[config.mk]
export PLATFORM = sky130hd
export DESIGN_NAME = scan_sync_trigger
export DESIGN_NICKNAME = d
export VERILOG_FILES = /design/src/rtl/scan_sync_pkg.sv /design/src/rtl/scan_pulse_meter.sv /design/src/rtl/scan_line_tracker.sv /design/src/rtl/scan_xfer_ctrl.sv /design/src/rtl/scan_sync_trigger.sv
export SDC_FILE = /design/constraint.sdc
export NUM_CORES = 1
export LEC_CHECK = 0
export BUFFER_PORTS_ARGS = -buffer_cell sky130_fd_sc_hd__buf_4
export CORE_ASPECT_RATIO = 1.2
export CORE_MARGIN = 1.5
export CORE_UTILIZATION = 30
export CTS_BUF_LIST = sky130_fd_sc_hd__clkbuf_8 sky130_fd_sc_hd__clkbuf_16
export CTS_CLUSTER_SIZE = 8
export DETAILED_ROUTE_END_ITERATION = 10
export GPL_TIMING_DRIVEN = 0
export SETUP_SLACK_MARGIN = 0.3
export SLEW_MARGIN = 15
export SYNTH_ARGS = -nofsm -noshare
export SYNTH_HDL_FRONTEND = slang
export SYNTH_HIERARCHICAL = 1
export SYNTH_SLANG_ARGS = --single-unit
[constraint.sdc]
create_clock -name clk -period 3.6 [get_ports clk]
set_input_delay 0.36 -clock clk [delete_from_list [all_inputs] [get_ports clk]]
set_output_delay 0.36 -clock clk [all_outputs]
set_load 0.1 [all_outputs]
[src/rtl/scan_sync_pkg.sv]
package scan_sync_pkg;
  localparam int LINE_W = 11;

  typedef enum logic [1:0] {
    TRIG_SOFT    = 2'd0,
    TRIG_ONE_PIN = 2'd1,
    TRIG_TWO_PIN = 2'd2,
    TRIG_RSVD    = 2'd3
  } trig_mode_e;

  typedef enum logic [1:0] {
    ST_IDLE   = 2'd0,
    ST_ARMED  = 2'd1,
    ST_ACTIVE = 2'd2
  } xfer_state_e;
endpackage

[src/rtl/scan_pulse_meter.sv]
module scan_pulse_meter #(
  parameter int WIDTH_W = 8
) (
  input  logic               clk,
  input  logic               rst_n,
  input  logic               pin,
  input  logic               active_high,
  output logic               end_stb,
  output logic [WIDTH_W-1:0] len
);
  localparam logic [WIDTH_W-1:0] LEN_MAX = '1;

  logic meta_q, sync_q, act_d;
  logic active;
  logic [WIDTH_W-1:0] cnt_q;

  // two-stage synchronizer for the asynchronous panel pin
  always_ff @(posedge clk or negedge rst_n) begin
    if (!rst_n) begin
      meta_q <= 1'b0;
      sync_q <= 1'b0;
    end else begin
      meta_q <= pin;
      sync_q <= meta_q;
    end
  end

  assign active = active_high ? sync_q : ~sync_q;

  // count cycles at the active level, saturating
  always_ff @(posedge clk or negedge rst_n) begin
    if (!rst_n) begin
      act_d <= 1'b0;
      cnt_q <= '0;
    end else begin
      act_d <= active;
      if (!active)
        cnt_q <= '0;
      else if (cnt_q != LEN_MAX)
        cnt_q <= cnt_q + 1'b1;
    end
  end

  // the pulse ends in the first inactive cycle; cnt_q then holds its length
  assign end_stb = act_d & ~active;
  assign len     = cnt_q;
endmodule

[src/rtl/scan_line_tracker.sv]
module scan_line_tracker
  import scan_sync_pkg::*;
#(
  parameter int WIDTH_W = 8
) (
  input  logic               clk,
  input  logic               rst_n,
  input  logic [1:0]         cfg_mode,
  input  logic [WIDTH_W-1:0] cfg_hwidth,
  input  logic [WIDTH_W-1:0] cfg_vwidth,
  input  logic [LINE_W-1:0]  cfg_line,
  input  logic               a_end,
  input  logic [WIDTH_W-1:0] a_len,
  input  logic               b_end,
  input  logic [WIDTH_W-1:0] b_len,
  output logic               h_evt,
  output logic               v_evt,
  output logic               line_hit
);
  localparam logic [LINE_W-1:0] LINE_MAX = '1;

  logic [LINE_W-1:0] line_q;

  always_comb begin
    h_evt = 1'b0;
    v_evt = 1'b0;
    unique case (trig_mode_e'(cfg_mode))
      TRIG_ONE_PIN: begin
        // one wire: the longer class wins, runts are dropped
        if (a_end && a_len >= cfg_vwidth)
          v_evt = 1'b1;
        else if (a_end && a_len >= cfg_hwidth)
          h_evt = 1'b1;
      end
      TRIG_TWO_PIN: begin
        h_evt = a_end && (a_len >= cfg_hwidth);
        v_evt = b_end && (b_len >= cfg_vwidth);
      end
      default: ;
    endcase
  end

  always_ff @(posedge clk or negedge rst_n) begin
    if (!rst_n)
      line_q <= '0;
    else if (v_evt)
      line_q <= '0;
    else if (h_evt && line_q != LINE_MAX)
      line_q <= line_q + 1'b1;
  end

  assign line_hit = h_evt && !v_evt && (line_q == cfg_line);
endmodule

[src/rtl/scan_xfer_ctrl.sv]
module scan_xfer_ctrl
  import scan_sync_pkg::*;
#(
  parameter int PIX_W = 24
) (
  input  logic             clk,
  input  logic             rst_n,
  input  logic [1:0]       cfg_mode,
  input  logic [PIX_W-1:0] cfg_pixels,
  input  logic             ctl_enable,
  input  logic             ctl_kick,
  input  logic             line_hit,
  input  logic             pix_done,
  output logic             start_pulse,
  output logic             busy,
  output logic             done_irq,
  output logic             kick_pending
);
  xfer_state_e      state_q;
  logic             need_clear_q;
  logic             kick_q;
  logic [PIX_W-1:0] remain_q;
  logic             soft_mode;
  logic             fire;
  logic             last_pix;

  assign soft_mode = (cfg_mode == TRIG_SOFT) || (cfg_mode == TRIG_RSVD);
  assign fire      = soft_mode ? kick_q : line_hit;
  assign last_pix  = (remain_q == '0) || (pix_done && remain_q == PIX_W'(1));

  always_ff @(posedge clk or negedge rst_n) begin
    if (!rst_n) begin
      state_q      <= ST_IDLE;
      need_clear_q <= 1'b0;
      kick_q       <= 1'b0;
      remain_q     <= '0;
      start_pulse  <= 1'b0;
      done_irq     <= 1'b0;
    end else begin
      start_pulse <= 1'b0;
      done_irq    <= 1'b0;
      if (ctl_kick)
        kick_q <= 1'b1;
      unique case (state_q)
        ST_IDLE: begin
          if (!ctl_enable)
            need_clear_q <= 1'b0;
          else if (!need_clear_q)
            state_q <= ST_ARMED;
        end
        ST_ARMED: begin
          if (!ctl_enable)
            state_q <= ST_IDLE;
          else if (fire) begin
            start_pulse <= 1'b1;
            remain_q    <= cfg_pixels;
            state_q     <= ST_ACTIVE;
            if (soft_mode)
              kick_q <= 1'b0;
          end
        end
        ST_ACTIVE: begin
          // the enable is not looked at here
          if (last_pix) begin
            done_irq     <= 1'b1;
            need_clear_q <= 1'b1;
            state_q      <= ST_IDLE;
          end else if (pix_done)
            remain_q <= remain_q - 1'b1;
        end
        default: state_q <= ST_IDLE;
      endcase
    end
  end

  assign busy         = (state_q == ST_ACTIVE);
  assign kick_pending = kick_q;
endmodule

[src/rtl/scan_sync_trigger.sv]
module scan_sync_trigger
  import scan_sync_pkg::*;
#(
  parameter int WIDTH_W = 8,
  parameter int PIX_W   = 24
) (
  input  logic               clk,
  input  logic               rst_n,
  input  logic [1:0]         cfg_mode,
  input  logic               cfg_hpol,
  input  logic               cfg_vpol,
  input  logic [WIDTH_W-1:0] cfg_hwidth,
  input  logic [WIDTH_W-1:0] cfg_vwidth,
  input  logic [10:0]        cfg_line,
  input  logic [PIX_W-1:0]   cfg_pixels,
  input  logic               ctl_enable,
  input  logic               ctl_kick,
  input  logic               sync_a,
  input  logic               sync_b,
  input  logic               pix_done,
  output logic               start_pulse,
  output logic               busy,
  output logic               done_irq,
  output logic               kick_pending
);
  logic               a_end, b_end;
  logic [WIDTH_W-1:0] a_len, b_len;
  logic               h_evt, v_evt, line_hit;

  scan_pulse_meter #(.WIDTH_W(WIDTH_W)) u_meter_a (
    .clk(clk), .rst_n(rst_n), .pin(sync_a), .active_high(cfg_hpol),
    .end_stb(a_end), .len(a_len)
  );

  scan_pulse_meter #(.WIDTH_W(WIDTH_W)) u_meter_b (
    .clk(clk), .rst_n(rst_n), .pin(sync_b), .active_high(cfg_vpol),
    .end_stb(b_end), .len(b_len)
  );

  scan_line_tracker #(.WIDTH_W(WIDTH_W)) u_lines (
    .clk(clk), .rst_n(rst_n), .cfg_mode(cfg_mode),
    .cfg_hwidth(cfg_hwidth), .cfg_vwidth(cfg_vwidth), .cfg_line(cfg_line),
    .a_end(a_end), .a_len(a_len), .b_end(b_end), .b_len(b_len),
    .h_evt(h_evt), .v_evt(v_evt), .line_hit(line_hit)
  );

  scan_xfer_ctrl #(.PIX_W(PIX_W)) u_ctrl (
    .clk(clk), .rst_n(rst_n), .cfg_mode(cfg_mode), .cfg_pixels(cfg_pixels),
    .ctl_enable(ctl_enable), .ctl_kick(ctl_kick), .line_hit(line_hit),
    .pix_done(pix_done), .start_pulse(start_pulse), .busy(busy),
    .done_irq(done_irq), .kick_pending(kick_pending)
  );
endmodule

=== Word level (Yosys, flattened, before mapping) ===
Cells that the tools add are included.
Widths: inputs -> output; s select.

* Register bits after elaboration: 63
* Output and inout port bits: 4

* Add/sub/neg operators: 4
* Magnitude comparators: 3
* Eq/ne operators: 21
* Mux-type cells: 38
* Bitwise operators: 6
* Reductions and logical operators: 19

{| class="wikitable"
|+ Operators by type and width
! kind !! count
|-
| $mux 24 || 4
|-
| $pmux 24 s2 || 1
|-
| $mux 8 || 4
|-
| $eq 24x1->1 const B || 1
|-
| $ge 8x8->1 || 3
|-
| $logic_not 24->1 || 1
|-
| $sub 24x1->24 const B || 1
|-
| $mux 11 || 2
|-
| $mux 1 || 18
|-
| $add 8x1->8 const B || 2
|-
| $ne 2x2->1 const B || 8
|-
| $ne 8x8->1 const B || 2
|-
| $add 11x1->11 const B || 1
|-
| $eq 11x11->1 || 1
|-
| $ne 11x11->1 const B || 1
|-
| $mux 2 || 5
|-
| $logic_and 1x1->1 || 7
|-
| $eq 2x2->1 const B || 3
|-
| $pmux 1 s2 || 3
|-
| $pmux 2 s3 || 1
|-
| $reduce_bool 2->1 || 3
|-
| $reduce_and 5->1 || 1
|-
| $eq 2x1->1 const B || 2
|-
| $logic_not 2->1 || 2
|-
| 8 further kinds || 14
|}

=== Logic depth before layout (Yosys ltp) ===
Gate-level depths: netlist (run 1).

* Depth in word-level cells: 14
* Depth in mapped cells: 14

=== Cells and area by module ===
Netlist (run 1), hierarchy kept.

{| class="wikitable"
|+ By module, submodules not included
! module !! times used !! cells each !! area each (um2) !! sequential area each (um2)
|-
| scan_xfer_ctrl || 1 || 229 || 1938.1 || 750.7
|-
| scan_line_tracker || 1 || 174 || 1446.4 || 275.3
|-
| scan_pulse_meter || 2 || 50 || 523.0 || 275.3
|}

=== Worst setup path before layout (run 1) ===
No wires, ideal clock.

* Path kind: reg-to-reg
* Start point: register u_meter_a.cnt_q[0] (netlist: u_meter_a/len[0])
* End point: register u_ctrl.remain_q[10]
* Library setup time: 0.133 ns
* Arrival: 2.899 ns
* Required time: 3.467 ns
* Setup slack: 0.568 ns
* Stages on the path, launching flop included: 15
* Path buffers: 2
* Period minus slack after synthesis: 3.032 ns
* Cell sequence: dfrtp_1 inv_1 ha_1 nand2b_4 a2111oi_4 o2111a_2 o22ai_4 buf_6 nor3_1 nand4b_1 mux2i_1 a21oi_1 clkbuf_1 o31ai_1 o21ai_0

* Word-level cells in the longest chain between the ends: 10

{| class="wikitable"
|+ Ends and longest elaborated chain
! element !! RTL line !! text
|-
| from (decl) || scan_pulse_meter.sv:15 || <nowiki>logic [WIDTH_W-1:0] cnt_q;</nowiki>
|-
| from (signal assigned) || scan_pulse_meter.sv:40 || <nowiki>cnt_q <= cnt_q + 1'b1;</nowiki>
|-
| $ge 8x8->1 (on tied branches) || scan_line_tracker.sv:32, scan_line_tracker.sv:36, scan_line_tracker.sv:30 ||
|-
| $logic_and 1x1->1 (on tied branches) || scan_line_tracker.sv:32, scan_line_tracker.sv:36, scan_line_tracker.sv:30 ||
|-
| $mux 1 (on tied branches) || scan_line_tracker.sv:32, scan_line_tracker.sv:30 ||
|-
| $mux 1 / $pmux 1 s2 (equally long branches) || scan_line_tracker.sv:30, scan_line_tracker.sv:27 ||
|-
| $pmux 1 s2 / $logic_not 1->1 (equally long branches) || scan_line_tracker.sv:27, scan_line_tracker.sv:52 ||
|-
| $logic_and 1x1->1 (*) (2 in series) || scan_line_tracker.sv:52 || <nowiki>assign line_hit = h_evt && !v_evt && (line_q == cfg_line);</nowiki>
|-
| via line_hit || scan_sync_trigger.sv:28 || <nowiki>logic h_evt, v_evt, line_hit;</nowiki>
|-
| $mux 1 (*) || scan_xfer_ctrl.sv:28 || <nowiki>assign fire = soft_mode ? kick_q : line_hit;</nowiki>
|-
| $ne 2x1->1 (no line) (*) || -- ||
|-
| $reduce_and 5->1 (no line) (*) || -- ||
|-
| to (signal assigned) || scan_xfer_ctrl.sv:56 || <nowiki>remain_q <= cfg_pixels;</nowiki>
|-
| to (signal assigned) || scan_xfer_ctrl.sv:69 || <nowiki>remain_q <= remain_q - 1'b1;</nowiki>
|-
| to (decl) || scan_xfer_ctrl.sv:22 || <nowiki>logic [PIX_W-1:0] remain_q;</nowiki>
|}

Mark *: on every way through the listed nets, which the timed path passes. The rest lies on a longest branch.
A chain may end at the register's enable or synchronous reset.

=== Worst setup path in the final report (run 1) ===
* Start point: register u_meter_a.cnt_q[0] (netlist: u_meter_a/len[0])
* End point: register u_ctrl.remain_q[0]

* Word-level cells in the longest chain between the ends: 10

{| class="wikitable"
|+ Ends and longest elaborated chain
! element !! RTL line !! text
|-
| $ge 8x8->1 || scan_line_tracker.sv:30 || <nowiki>if (a_end && a_len >= cfg_vwidth)</nowiki>
|-
| $logic_and 1x1->1 || scan_line_tracker.sv:30 ||
|-
| $mux 1 || scan_line_tracker.sv:30 ||
|-
| $pmux 1 s2 || scan_line_tracker.sv:27 || <nowiki>unique case (trig_mode_e'(cfg_mode))</nowiki>
|-
| via v_evt || scan_sync_trigger.sv:28 ||
|-
| $logic_not 1->1 || scan_line_tracker.sv:52 ||
|-
| $logic_and 1x1->1 (2 in series) || scan_line_tracker.sv:52 ||
|-
| via line_hit || scan_sync_trigger.sv:28 ||
|-
| $mux 1 || scan_xfer_ctrl.sv:28 ||
|-
| $ne 2x1->1 (no line) || -- ||
|-
| $reduce_and 5->1 (no line) || -- ||
|}

The timed path passes the listed nets, and every way through them passes these cells.

==> qor.yml, run 1 <==
status: "completed"
pwr-share-seq_pct: 36.9
yosysSeqAreaShare_pct: 35.58
clockBufferDepth: 2
worst_pin_slew_ns: 0.8660
start_util_pct: 30.74
fillers: 1472
placedCellCount: 743
p_sw_share_pct: 39.84
synthAdderAreaFrac_pct: 9.037
cp_data_required_time_ns: 3.85
coreArea_um2: 14410
cp_max_fo: 7
wire_per_inst_um: 16.49
rsz0062_at_grt: "false"
clockRootBuffer: "clkbuf_16"
num_vias: 4378
final_net_count: 683
synthSimpleGateAreaFrac_pct: 24.20
synth-seq-cells: 63
setup_viol: 0
slew_viol_final: 0
synthXorXnorAreaFrac_pct: 2.768
finalWirelength_mm: 12.67
relSlewSlack_pct: 42.26
rows: 48
worstPathArrival_ns: 3.36
muxShareOfSynthArea_pct: 2.033
pwr-share-comb_pct: 36.3
synthArstFlopShare_pct: 100.0
io_pins: 66
clockPowerShare_pct: 26.8
cp-end-kind: "flop"
powerDensity_nw_per_um2: 531.5
drc: 0
fp.dieArea_um2: 15510
max_freq_mhz: 321.4
cap_violations: 0
die_w_um: 113.9
grt_first_pass_wirelength_mm: 20.60
grt_pass1_vias: 4260
via_per_inst: 5.701
p_int_uw: 1773
finClkSkew_ns: 0.008055
crit_path_start_kind: "flop"
crit_buf_inv: 2
peakVddDrop_mv: 0.3136
grt_max_degree: 64
hold_buffers: 0
fin_tns_setup_ns: 0
yosysUniqueCellTypes: 64
area_delta_synth_final_pct: 25.19
die_h_um: 136.1
r2r_start: "u_meter_a/len[0]$_DFFE_PN0P_"
final_cells: 768
detail-route-antenna-nets: 0
cp_slowest_cell: "a2111oi_4"
critical_path.cell_chain: "inv_1, ha_1, nand2b_4, a2111oi_4, o211ai_1, nand2_1, nand2_2, nor3_4, nand4b_1, mux2i_4, a21o_1, nand2_2, buf_6, o31ai_2"
ys.flop_type: "dfrtp_1"
numCtsBuffers: 9
dr.pass1.iters: 7
postSynthAreaPerCell_um2: 8.808
cp-startpoint: "u_meter_a/len[0]$_DFFE_PN0P_"
n_antenna_cell: 0
final_cell_area_um2: 5547
antenna_found_initial: 0
syn_nets: 597
htreeDepth: 3
ys_warn_count: 6
path_delay_family: "simple AND/OR/NAND/NOR gates"
synth_compound_area_share_pct: 21.52
leakagePower_uw: 0.002431
clock_sinks: 63
clkTransAtPathRegs_ns: 0.05
synth_edf_count: 0
layout_commonest_cell: "buf_4"
cts_tree: "built"
cpMostUsedCell: "nand2_2"
syn-cell-area_um2: 4430
hp-class: "input port to asynchronous set/reset pin"
synth_top_family_by_area: "simple AND/OR/NAND/NOR gates"
min_period_over_period_pct: 86.42
min_period_ns: 3.111
gr-total-overflow: 0
dp_hpwl_mm: 8.922
switching_power_uw: 1174
final_cell_mix: "buf_4, dfrtp_1, nand3_1, ha_1, o21ai_0"
criticalPathCategory: "flop to flop"
grt_use_total_pct: 16.78
gp_congestion: 0.9007
netlist_instances: 503
final-hold-violation-count: 0
dpl_cell_area_um2: 5137
power.total_uw: 2948
drt_iter0_markers: 441
layout-drive-gt1-share_pct: 21.75
clkLatencyLatePin_ns: 0.34
io_buffers: 65
max_stage_delay_ns: 0.42
## metrics by stage
step	setup slack (ns)	hold WS (ns)	util (%)
4_1_cts	0.3007	0.1122	37.91
3_5_place_dp	-0.2593	0.3347	35.64
6_report	0.4890	0.1222	38.48
2_1_floorplan	0.5681	0.06441	-
3_3_place_gp	-0.2234	0.3362	35.64
5_1_grt	0.3016	0.1133	38.48
## path summary, 6_finish.rpt
| kind | endpoint | slack [ns] | cells after the start |
|---|---|---|---|
| min in group clk | u_meter_a/meta_q$_DFF_PN0_ | 0.13 | 1 |
| max reg2reg | u_ctrl/remain_q[0]$_DFFE_PN0P_ | 0.49 | 14 |
| min | u_meter_a/len[3]$_DFFE_PN0P_ | 0.12 | 1 |
| max | u_ctrl/remain_q[0]$_DFFE_PN0P_ | 0.49 | 14 |
| max in group asynchronous | u_lines/line_q[10]$_DFFE_PN0P_ | 2.89 | 1 |
| min reg2reg | u_meter_b/sync_q$_DFF_PN0_ | 0.35 | 0 |
## layout make-up
| type | count | area, um^2 | area share, % |
|---|---|---|---|
| clock inverters | 5 | 26.28 | 0.4737 |
| plain buffers | 23 | 121.4 | 2.188 |
| inverters | 30 | 112.6 | 2.030 |
| repair buffers | 75 | 558.0 | 10.06 |
| flip-flops and latches | 63 | 1579 | 28.47 |
| clock buffers | 10 | 239.0 | 4.309 |
| well taps | 175 | 219.0 | 3.948 |
| multi-input cells | 387 | 2691 | 48.52 |
## Yosys cell counts (3+ instances only)
cell type,n,area share [%]
o31ai_1,5,0.85
o2bb2ai_1,4,0.79
buf_2,5,0.56
a21oi_1,30,3.4
nand4b_1,3,0.59
a22oi_1,3,0.51
o22ai_1,3,0.42
ha_1,32,9.0
a31oi_1,20,2.8
nor3_1,22,2.5
nand3b_1,5,0.85
or3_1,9,1.3
o211ai_1,5,0.85
nand4_1,9,1.3
o21bai_1,3,0.51
or4b_1,3,0.68
and4_1,3,0.59
nand2_1,31,2.6
xor2_1,14,2.8
nor2_1,29,2.5
nand3_1,35,4.0
nand2b_1,6,0.85
dfrtp_1,63,36
inv_1,29,2.5
a2bb2oi_1,5,0.99
and3_1,5,0.71
clkbuf_1,15,1.3
nor4_1,13,1.8
mux2i_1,9,2.0
a21o_1,4,0.68
o21ai_0,34,3.8
## sequential cells by signal (all words and copies together), names as in the netlist
name and count:
u_ctrl/state_q 2, u_ctrl/kick_pending 1, u_ctrl/need_clear_q 1, u_meter_b/meta_q 1
u_meter_b/act_d 1, u_meter_a/len 8, u_meter_b/len 8, u_lines/line_q 11
u_meter_b/sync_q 1, u_meter_a/meta_q 1, u_ctrl/start_pulse 1, u_meter_a/act_d 1
u_meter_a/sync_q 1, u_ctrl/remain_q 24, u_ctrl/done_irq 1
## power groups by stage
| stage | Sequential, uW | Combinational (uW) | Clock, uW |
|---|---|---|---|
| 2_1_floorplan | 1060 | 687 | 0 |
| 3_3_place_gp | 1080 | 966 | 0 |
| 3_5_place_dp | 1090 | 988 | 0 |
| 4_1_cts | 1080 | 1020 | 816 |
| 5_1_grt | 1110 | 1180 | 849 |
| 6_report | 1090 | 1070 | 789 |
## layer usage
metal	track usage, %	vias up	part of all wire (%)
met5	0	-	0
met4	6.736	0	2.3
met2	28.92	204	49
li1	-	2062	-
met1	19.55	2084	41
met3	4.860	28	7.9
## timing repair
item                                    4_1_cts  5_1_grt
endpoints found under the setup margin       24       24
resized for setup                            11       17
gates cloned                                  0        2
pin swaps                                     2        4
buffers inserted                              3        5
## logic make-up after synthesis
family	after synthesis
muxes	9
adders and majority gates	32
xor gates and xnor gates	14
buffers and inverters	53
and+or+nand+nor	191
DFF	63
AOI/OAI and AO/OA	141
(Power assumes the default switching activity.)
==> run 2, diff against run 1 <==
--- a/config.mk
+++ b/config.mk
@@ -6,9 +6,10 @@
 export NUM_CORES = 1
 export LEC_CHECK = 0
 export BUFFER_PORTS_ARGS = -buffer_cell sky130_fd_sc_hd__buf_4
-export CORE_ASPECT_RATIO = 1.2
+export CAP_MARGIN = 20
+export CORE_ASPECT_RATIO = 2
 export CORE_MARGIN = 1.5
-export CORE_UTILIZATION = 30
+export CORE_UTILIZATION = 40
 export CTS_BUF_LIST = sky130_fd_sc_hd__clkbuf_8 sky130_fd_sc_hd__clkbuf_16
 export CTS_CLUSTER_SIZE = 8
 export DETAILED_ROUTE_END_ITERATION = 10
==> qor.yml, run 2 (same netlist as run 1, synthesis figures left out) <==
final-hold-violation-count: 0
grt_max_degree: 64
die_h_um: 151.8
cp_data_required_time_ns: 3.84
hold_buffers: 0
top_register: "u_ctrl/remain_q"
detail-route-antenna-nets: 0
drt_iter0_markers: 192
finalWirelength_mm: 12.92
fp.dieArea_um2: 11760
setup_viol: 0
largestRegisters: "u_ctrl/remain_q x24, u_lines/line_q x11"
drc: 0
area_delta_synth_final_pct: 24.74
n_antenna_cell: 0
clock_sinks: 63
rows: 54
layout-drive-gt1-share_pct: 22.15
largest_reg_flops: 24
min_period_ns: 3.166
criticalPathCategory: "flop to flop"
rsz0062_at_grt: "false"
cap_violations: 0
numCtsBuffers: 9
cp_max_fo: 5
grt_use_total_pct: 22.42
fin_tns_setup_ns: 0
layout_commonest_cell: "buf_4"
worstPathArrival_ns: 3.41
grt_pass1_vias: 4365
dpl_cell_area_um2: 5094
hp-class: "input port to asynchronous set/reset pin"
num_vias: 4322
die_w_um: 77.42
dp_hpwl_mm: 9.557
coreArea_um2: 10880
wire_per_inst_um: 17.56
grt_first_pass_wirelength_mm: 20.79
start_util_pct: 40.73
peakVddDrop_mv: 0.4120
via_per_inst: 5.872
clockRootBuffer: "clkbuf_16"
slew_viol_final: 0
clockBufferDepth: 2
clkTransAtPathRegs_ns: 0.06
powerDensity_nw_per_um2: 539.8
relSlewSlack_pct: 36.48
io_pins: 66
gr-total-overflow: 0
finClkSkew_ns: 0.006826
crit_path_start_kind: "flop"
gp_congestion: 0.9227
max_freq_mhz: 315.8
io_buffers: 65
fin_util_pct: 50.81
final_cell_mix: "buf_4, dfrtp_1, nand3_1, ha_1, o21ai_0"
cp-end-kind: "flop"
final_cell_area_um2: 5527
worst_pin_slew_ns: 0.9441
reg2reg_slack_ns: 0.43
final_net_count: 685
cts_tree: "built"
antenna_found_initial: 0
leakagePower_uw: 0.002437
clkLatencyLatePin_ns: 0.34
status: "completed"
min_period_over_period_pct: 87.95
dr.pass1.iters: 6
htreeDepth: 3
-- run 2: cell count changes in the layout (fill, tap and decap cells not counted), sizes merged --
cell | before | now
clkbuf | 26 | 25
clkinvlp | 1 | 3
buf | 82 | 84
-- run 2: worst max-delay path, cell delays in order (launching register included) --
cell and delay, ns:
dfrtp_2 0.42, inv_2 0.06, ha_1 0.21, nand2b_4 0.15
a2111oi_4 0.44, o2111a_2 0.27, o22ai_4 0.08, buf_6 0.14
nor3_4 0.20, nand4b_1 0.18, mux2i_4 0.22, a21o_1 0.19
nand2_2 0.11, buf_6 0.17, o31ai_4 0.22
-- run 2: per-layer routing --
| metal | vias to the layer above | track usage [%] | wire (um) |
|---|---|---|---|
| li1 | 2071 | - | - |
| met1 | 2084 | 21.22 | 4447 |
| met2 | 131 | 44.65 | 7497 |
| met3 | 36 | 4.444 | 516 |
| met4 | 0 | 9.437 | 462 |
| met5 | - | 0 | 0 |
-- run 2: layout make-up --
class | instances | area (um^2)
Clock inverter | 7 | 41.29
Inverter | 30 | 112.6
Timing Repair Buffer | 77 | 573.1
Tap cell | 140 | 175.2
Buffer | 23 | 121.4
Sequential cell | 63 | 1578
Clock buffer | 9 | 225.2
Multi-Input combinational cell | 387 | 2700
Fill cell | 1052 | 5351
-- run 2: what timing repair did --
item	4_1_cts	5_1_grt
gates cloned	0	2
pin swaps	2	5
endpoints found under the hold margin	0	0
setup endpoints to repair	24	24
resized for setup	10	18
buffers inserted	2	8
-- run 2: power by group --
part | switching (uW) | internal, uW | total (uW)
sequential | 218 | 871 | 1090
clock | 337 | 459 | 796
combinational | 656 | 443 | 1100
total | 1210 | 1770 | 2980
-- run 2: final timing paths --
kind,startpoint,end,cells after the start
setup reg to reg,u_meter_a/len[0]$_DFFE_PN0P_,u_ctrl/remain_q[0]$_DFFE_PN0P_,14
max in group asynchronous,rst_n,u_meter_a/len[0]$_DFFE_PN0P_,1
hold reg to reg,u_meter_b/meta_q$_DFF_PN0_,u_meter_b/sync_q$_DFF_PN0_,0
setup / recovery,u_meter_a/len[0]$_DFFE_PN0P_,u_ctrl/remain_q[0]$_DFFE_PN0P_,14
min in group clk,sync_a,u_meter_a/meta_q$_DFF_PN0_,1
hold / removal,rst_n,u_ctrl/remain_q[1]$_DFFE_PN0P_,1
-- run 2: stage by stage --
stage	hold WS (ns)	setup slack (ns)	cells	total power, uW
finish	0.1156	0.4339	736	2983
CTS	0.1253	0.3102	726	2915
detailed placement	0.3347	-0.2982	708	2088
floorplan	0.06441	0.5681	503	1748
global route	0.1233	0.2922	736	3162
global placement	0.3340	-0.2317	708	2065
